--- config.mk ---
export PLATFORM = sky130hd
export DESIGN_NAME = irq_router
export DESIGN_NICKNAME = d
export VERILOG_FILES = /design/src/rtl/irq_router_pkg.sv /design/src/rtl/irq_regfile.sv /design/src/rtl/irq_pending.sv /design/src/rtl/irq_msg_out.sv /design/src/rtl/irq_router.sv
export SDC_FILE = /design/constraint.sdc
export NUM_CORES = 2
export LEC_CHECK = 0
export BUFFER_PORTS_ARGS = -buffer_cell sky130_fd_sc_hd__buf_2
export CAP_MARGIN = 25
export CORE_MARGIN = 3
export CORE_UTILIZATION = 25
export DETAILED_ROUTE_END_ITERATION = 8
export PLACE_DENSITY = 0.38
export SLEW_MARGIN = 30
export SYNTH_ARGS = -nofsm -noshare
export SYNTH_HDL_FRONTEND = slang
export SYNTH_HIERARCHICAL = 1
export SYNTH_SLANG_ARGS = --single-unit
--- constraint.sdc ---
create_clock -name clk -period 10.45 [get_ports clk]
set_input_delay 2.09 -clock clk [delete_from_list [all_inputs] [get_ports clk]]
set_output_delay 2.09 -clock clk [all_outputs]
set_load 0.02 [all_outputs]
--- src/rtl/irq_router_pkg.sv ---
package irq_router_pkg;

  localparam logic [31:0] LO_KEEP = 32'h0000_5000;

  typedef struct packed {
    logic [7:0] vector;
    logic [2:0] dmode;
    logic       dstmode;
    logic       trig;
    logic [7:0] dest;
  } ent_view_t;

  typedef struct packed {
    ent_view_t   ent;
    logic [31:0] src;
  } irq_msg_t;

endpackage

--- src/rtl/irq_regfile.sv ---
module irq_regfile
  import irq_router_pkg::*;
#(
  parameter int          N        = 24,
  parameter int          ADDR_W   = 8,
  parameter int          IDX_W    = 8,
  parameter logic [31:0] ID_RESET = 32'h0200_0000,
  localparam int         PW       = $clog2(N)
) (
  input  logic              clk,
  input  logic              rst,
  input  logic              reg_wr,
  input  logic              reg_rd,
  input  logic [ADDR_W-1:0] reg_addr,
  input  logic [31:0]       reg_wdata,
  output logic [31:0]       reg_rdata,
  output logic [N-1:0]      mask_vec,
  input  logic [PW-1:0]     sel_pin,
  output ent_view_t         sel_ent,
  output logic [31:0]       id_val,
  output logic [IDX_W-1:0]  cur_index
);

  localparam logic [ADDR_W-1:0] A_IDX   = ADDR_W'(0);
  localparam logic [ADDR_W-1:0] A_WIN   = ADDR_W'(16);
  localparam logic [IDX_W-1:0]  I_ID    = IDX_W'(0);
  localparam logic [IDX_W-1:0]  I_VER   = IDX_W'(1);
  localparam logic [IDX_W-1:0]  I_ARB   = IDX_W'(2);
  localparam logic [IDX_W-1:0]  I_BASE  = IDX_W'(16);
  localparam logic [IDX_W-1:0]  I_SPAN  = IDX_W'(2 * N);
  localparam logic [31:0]       VER_VAL = {8'h00, 8'(N - 1), 16'h0011};

  logic [IDX_W-1:0] idx_q;
  logic [31:0]      id_q, arb_q;
  logic [31:0]      lo_mem [N];
  logic [31:0]      hi_mem [N];

  logic [IDX_W-1:0] offs;
  logic             is_tbl;
  logic [PW-1:0]    ent;
  logic [31:0]      win_val;

  assign offs   = idx_q - I_BASE;
  assign is_tbl = (idx_q >= I_BASE) && (offs < I_SPAN);
  assign ent    = PW'(offs >> 1);

  always_ff @(posedge clk) begin
    if (rst) begin
      idx_q <= '0;
      id_q  <= ID_RESET;
      arb_q <= '0;
      for (int i = 0; i < N; i++) begin
        lo_mem[i] <= (i == 0) ? 32'h0000_0700 : 32'h0001_0000;
        hi_mem[i] <= '0;
      end
    end else if (reg_wr) begin
      if (reg_addr == A_IDX) begin
        idx_q <= reg_wdata[IDX_W-1:0];
      end else if (reg_addr == A_WIN) begin
        if (idx_q == I_ID) begin
          id_q <= reg_wdata;
        end else if (idx_q == I_ARB) begin
          arb_q <= reg_wdata;
        end else if (is_tbl) begin
          if (offs[0]) hi_mem[ent] <= reg_wdata;
          else lo_mem[ent] <= (lo_mem[ent] & LO_KEEP) | (reg_wdata & ~LO_KEEP);
        end
      end
    end
  end

  always_comb begin
    win_val = '0;
    if (idx_q == I_ID) win_val = id_q;
    else if (idx_q == I_VER) win_val = VER_VAL;
    else if (idx_q == I_ARB) win_val = arb_q;
    else if (is_tbl) win_val = offs[0] ? hi_mem[ent] : lo_mem[ent];
  end

  always_ff @(posedge clk) begin
    if (rst) reg_rdata <= '0;
    else if (reg_rd) begin
      if (reg_addr == A_IDX) reg_rdata <= 32'(idx_q);
      else if (reg_addr == A_WIN) reg_rdata <= win_val;
      else reg_rdata <= '0;
    end
  end

  for (genvar g = 0; g < N; g++) begin : g_mask
    assign mask_vec[g] = lo_mem[g][16];
  end

  assign sel_ent.vector  = lo_mem[sel_pin][7:0];
  assign sel_ent.dmode   = lo_mem[sel_pin][10:8];
  assign sel_ent.dstmode = lo_mem[sel_pin][11];
  assign sel_ent.trig    = lo_mem[sel_pin][15];
  assign sel_ent.dest    = hi_mem[sel_pin][31:24];
  assign id_val          = id_q;
  assign cur_index       = idx_q;

endmodule

--- src/rtl/irq_pending.sv ---
module irq_pending #(
  parameter int  N     = 24,
  parameter int  NUM_W = 5,
  localparam int PW    = $clog2(N)
) (
  input  logic             clk,
  input  logic             rst,
  input  logic             irq_evt,
  input  logic             irq_raise,
  input  logic [NUM_W-1:0] irq_num,
  input  logic [N-1:0]     mask_vec,
  input  logic             take,
  output logic [N-1:0]     pend_q,
  output logic             any,
  output logic [PW-1:0]    pick
);

  logic [N-1:0] set_v, clr_v;

  for (genvar g = 0; g < N; g++) begin : g_set
    assign set_v[g] = irq_evt && irq_raise && (irq_num == NUM_W'(g)) && !mask_vec[g];
    assign clr_v[g] = take && (pick == PW'(g));
  end

  always_comb begin
    pick = '0;
    for (int i = N - 1; i >= 0; i--) begin
      if (pend_q[i]) pick = PW'(i);
    end
  end

  assign any = |pend_q;

  always_ff @(posedge clk) begin
    if (rst) pend_q <= '0;
    else pend_q <= (pend_q & ~clr_v) | set_v;
  end

endmodule

--- src/rtl/irq_msg_out.sv ---
module irq_msg_out
  import irq_router_pkg::*;
(
  input  logic        clk,
  input  logic        rst,
  input  logic        any,
  input  ent_view_t   sel_ent,
  input  logic [31:0] src,
  input  logic        msg_ready,
  output logic        take,
  output logic        msg_valid,
  output irq_msg_t    msg_q
);

  assign take = any && (!msg_valid || msg_ready);

  always_ff @(posedge clk) begin
    if (rst) begin
      msg_valid <= 1'b0;
      msg_q     <= '0;
    end else if (take) begin
      msg_valid <= 1'b1;
      msg_q     <= '{ent: sel_ent, src: src};
    end else if (msg_ready) begin
      msg_valid <= 1'b0;
    end
  end

endmodule

--- src/rtl/irq_router.sv ---
module irq_router
  import irq_router_pkg::*;
#(
  parameter int          NUM_PINS = 24,
  parameter int          ADDR_W   = 8,
  parameter int          NUM_W    = 5,
  parameter logic [31:0] ID_RESET = 32'h0200_0000
) (
  input  logic              clk,
  input  logic              rst,
  input  logic              reg_wr,
  input  logic              reg_rd,
  input  logic [ADDR_W-1:0] reg_addr,
  input  logic [31:0]       reg_wdata,
  output logic [31:0]       reg_rdata,
  input  logic              irq_evt,
  input  logic              irq_raise,
  input  logic [NUM_W-1:0]  irq_num,
  output logic              msg_valid,
  input  logic              msg_ready,
  output logic [7:0]        msg_vector,
  output logic [2:0]        msg_dmode,
  output logic              msg_dstmode,
  output logic              msg_trig,
  output logic [7:0]        msg_dest,
  output logic [1:0]        msg_shorthand,
  output logic [31:0]       msg_src
);

  localparam int PW    = $clog2(NUM_PINS);
  localparam int IDX_W = 8;

  logic [NUM_PINS-1:0] mask_vec, pend_q;
  logic [PW-1:0]       pick;
  logic                any, take;
  ent_view_t           sel_ent;
  logic [31:0]         id_val;
  logic [IDX_W-1:0]    cur_index;
  irq_msg_t            msg_q;

  irq_regfile #(.N(NUM_PINS), .ADDR_W(ADDR_W), .IDX_W(IDX_W), .ID_RESET(ID_RESET)) u_regs (
    .clk(clk), .rst(rst), .reg_wr(reg_wr), .reg_rd(reg_rd), .reg_addr(reg_addr),
    .reg_wdata(reg_wdata), .reg_rdata(reg_rdata), .mask_vec(mask_vec),
    .sel_pin(pick), .sel_ent(sel_ent), .id_val(id_val), .cur_index(cur_index)
  );

  irq_pending #(.N(NUM_PINS), .NUM_W(NUM_W)) u_pend (
    .clk(clk), .rst(rst), .irq_evt(irq_evt), .irq_raise(irq_raise), .irq_num(irq_num),
    .mask_vec(mask_vec), .take(take), .pend_q(pend_q), .any(any), .pick(pick)
  );

  irq_msg_out u_out (
    .clk(clk), .rst(rst), .any(any), .sel_ent(sel_ent), .src(id_val),
    .msg_ready(msg_ready), .take(take), .msg_valid(msg_valid), .msg_q(msg_q)
  );

  assign msg_vector    = msg_q.ent.vector;
  assign msg_dmode     = msg_q.ent.dmode;
  assign msg_dstmode   = msg_q.ent.dstmode;
  assign msg_trig      = msg_q.ent.trig;
  assign msg_dest      = msg_q.ent.dest;
  assign msg_src       = msg_q.src;
  assign msg_shorthand = 2'b00;

endmodule

==> results.tsv <==
metric	value	unit
core.rowCount	235	
slowest_delay	0.88	ns
netlist_instances	6457	
layout.cells.most_common	edfxtp_1	
cts_tree	done	
hold_viol	0	
critPathArrivalTime	6.22	ns
path_cells	buf_2, nor4_2, nand4_2, nor4b_2, nand3_1, nor2_4, or2_2	
fin_ws	4.72	ns
synth_edf_count	2048	
clk_path_buf_depth	4	
peakVddDrop	0.000135	V
nNetsFinal	6969	
drcViolationCount	0	
dieArea	422000	µm²
overflow	0	
start_kind	input pin	
rsz0062_at_grt	false	
status	completed	
hp-class	reg2reg	
pre_cts_ws	3.93	ns
drt_wl_total	389000	µm
yosysSeqAreaShare	0.630	
placed_area	112000	µm²
cts_root_buffer	clkbuf_16	
grt_pass1_vias	59800	
power	22400	µW
max_cap_viol_count	0	
coreArea	411000	µm²
area_growth	16.5	%
fin_area	121000	µm²
boundaryPins	140	
worst_pin_slew	1.07	ns
drive_gt1_frac	0.230	
fp.dieW	649	µm
synth-seq-cells	2230	
clk_transition_reported_paths	0.05	ns
track_usage	0.181	
ctsResizeCount	0	
post_cts_buffers	0	
synth_ff_type	edfxtp_1	
syn_avg_cell_area	16.0	µm²
antenna_found_initial	59	
hpwl	250000	µm
p_per_area	185	nW/µm²
vias_per_cell	4.70	
globalplace.congestion	0.817	
ant_nets	0	
grt_start_max_net_pins	139	
period_share	0.548	
fmax	175	MHz
wl_per_cell	30.9	µm
yosys_warnings	6	
cts_hold_buffers	0	
portBuffers	137	
synth_cell_types	86	
vias	59200	
grt_pass1_wl	530000	µm
cts.sinks	2230	
syn_area	103000	µm²
crit_slowest_cell	nor2_4	
drt_pass1_iterations	5	
drv_slew	0	
clk_latency	0.91	ns
die_y	649	µm
setup_violations	0	
final_cell_mix	edfxtp_1 (2048), and2_1 (1470), mux4_2 (798), conb_1 (514), clkbuf_16 (289)	
leakagePower	0.0400	µW
drt_first_iter_violations	6161	
relSlewSlack	0.286	
final.setup_skew	0.0741	ns
cts_max_level	5	
cts_buffers	278	
criticalPathCategory	in2reg	
crit_required	10.94	ns
tns	0	ns
async_reset_ff_frac	0	
initial_core_util	0.252	
post-route-min-period	5.73	ns
crit_path_end_kind	register	
cp_max_fo	33	
final timing paths:
path / start / end / slack (ns) / cells past startpoint
setup / recovery: reg_addr[2] / u_regs/hi_mem[6][27] / 4.72 / 7
hold / removal: u_regs/arb_q[28] / u_regs/arb_q[28] / 0.45 / 2
setup reg to reg: u_pend/pend_q[19] / u_out/msg_q[39] / 5.08 / 12
hold reg to reg: u_regs/arb_q[28] / u_regs/arb_q[28] / 0.45 / 2
where the power goes:
group | switching, µW | internal [µW] | leakage, µW | total, µW
registers | 178 | 10200 | 0.0212 | 10400
logic | 1590 | 978 | 0.0146 | 2570
clock network | 3920 | 5460 | 0.00421 | 9380
total | 5690 | 16700 | 0.0400 | 22400
per-stage QoR:
stage / hold slack, ns / util / instances
final: 0.454 / 0.293 / 12600
after CTS: 0.454 / 0.293 / 12600
after floorplan: 0.432 / - / 6969
after global routing: 0.475 / 0.293 / 12600
after detailed placement: 0.447 / 0.272 / 12100
after global placement: 0.438 / 0.272 / 12100
cells in the mapped netlist (all sizes together) (6+ instances only):
cell | count | area, µm²
edfxtp | 2048 | 61500
and2 | 1471 | 9200
mux4 | 798 | 18000
clkbuf | 403 | 1540
buf | 236 | 1510
nand2 | 234 | 886
dfxtp | 182 | 3640
a21oi | 141 | 706
nand2b | 133 | 832
nor2 | 98 | 373
mux2i | 83 | 831
a22oi | 77 | 578
nor3 | 75 | 502
or2 | 51 | 319
nor2b | 43 | 269
o21ai | 43 | 219
nand3 | 35 | 180
nor4 | 35 | 253
a31oi | 34 | 213
or3 | 25 | 156
inv | 21 | 78.8
mux2 | 21 | 236
o22ai | 18 | 113
a211oi | 14 | 110
a311oi | 14 | 141
a221oi | 11 | 96.3
a211o | 10 | 87.6
o221ai | 10 | 87.6
nand4 | 9 | 62.6
a21o | 8 | 60.1
and3 | 7 | 43.8
o31ai | 7 | 66.3
a22o | 6 | 52.6
flip-flops by register name, summed over array words and instances (netlist names):
| register | cells |
|---|---|
| u_regs/hi_mem | 1024 |
| u_regs/lo_mem | 1024 |
| u_pend/pend_q | 24 |
| u_out/msg_q | 53 |
| u_out/msg_valid | 1 |
| u_regs/reg_rdata | 32 |
| u_regs/id_val | 32 |
| u_regs/arb_q | 32 |
| u_regs/cur_index | 8 |
kinds of logic after synthesis:
logic type / share of synthesized area
simple gates: 0.128
flops: 0.630
mux: 0.184
buf+inv: 0.0303
compound gates: 0.0274
fa+ha+maj: 0.000605
other cells: 0.0000726
worst max-delay path, delay by kind of cell:
| kind | cells | cell delay, ns |
|---|---|---|
| simple gates | 6 | 3.99 |
| buf+inv | 1 | 0.11 |
metal layers:
layer	vias to the layer above	global-route usage	routed length, µm
met2	1885	0.302	187000
li1	25100	-	-
met4	2	0.0504	11800
met3	458	0.0218	19600
met5	-	0	19
met1	31800	0.247	170000
area by class of cell:
| class | count | area (µm²) |
|---|---|---|
| fill | 41000 | 290000 |
| sequential | 2230 | 65200 |
| multi-input combinational | 4077 | 37600 |
| clock buffer | 384 | 7760 |
| tap | 5451 | 6820 |
| timing repair buffer | 302 | 2180 |
| clock inverter | 109 | 893 |
| inverter | 23 | 105 |
| antenna | 15 | 37.5 |
Note: power is estimated with default switching activity, not from simulation.
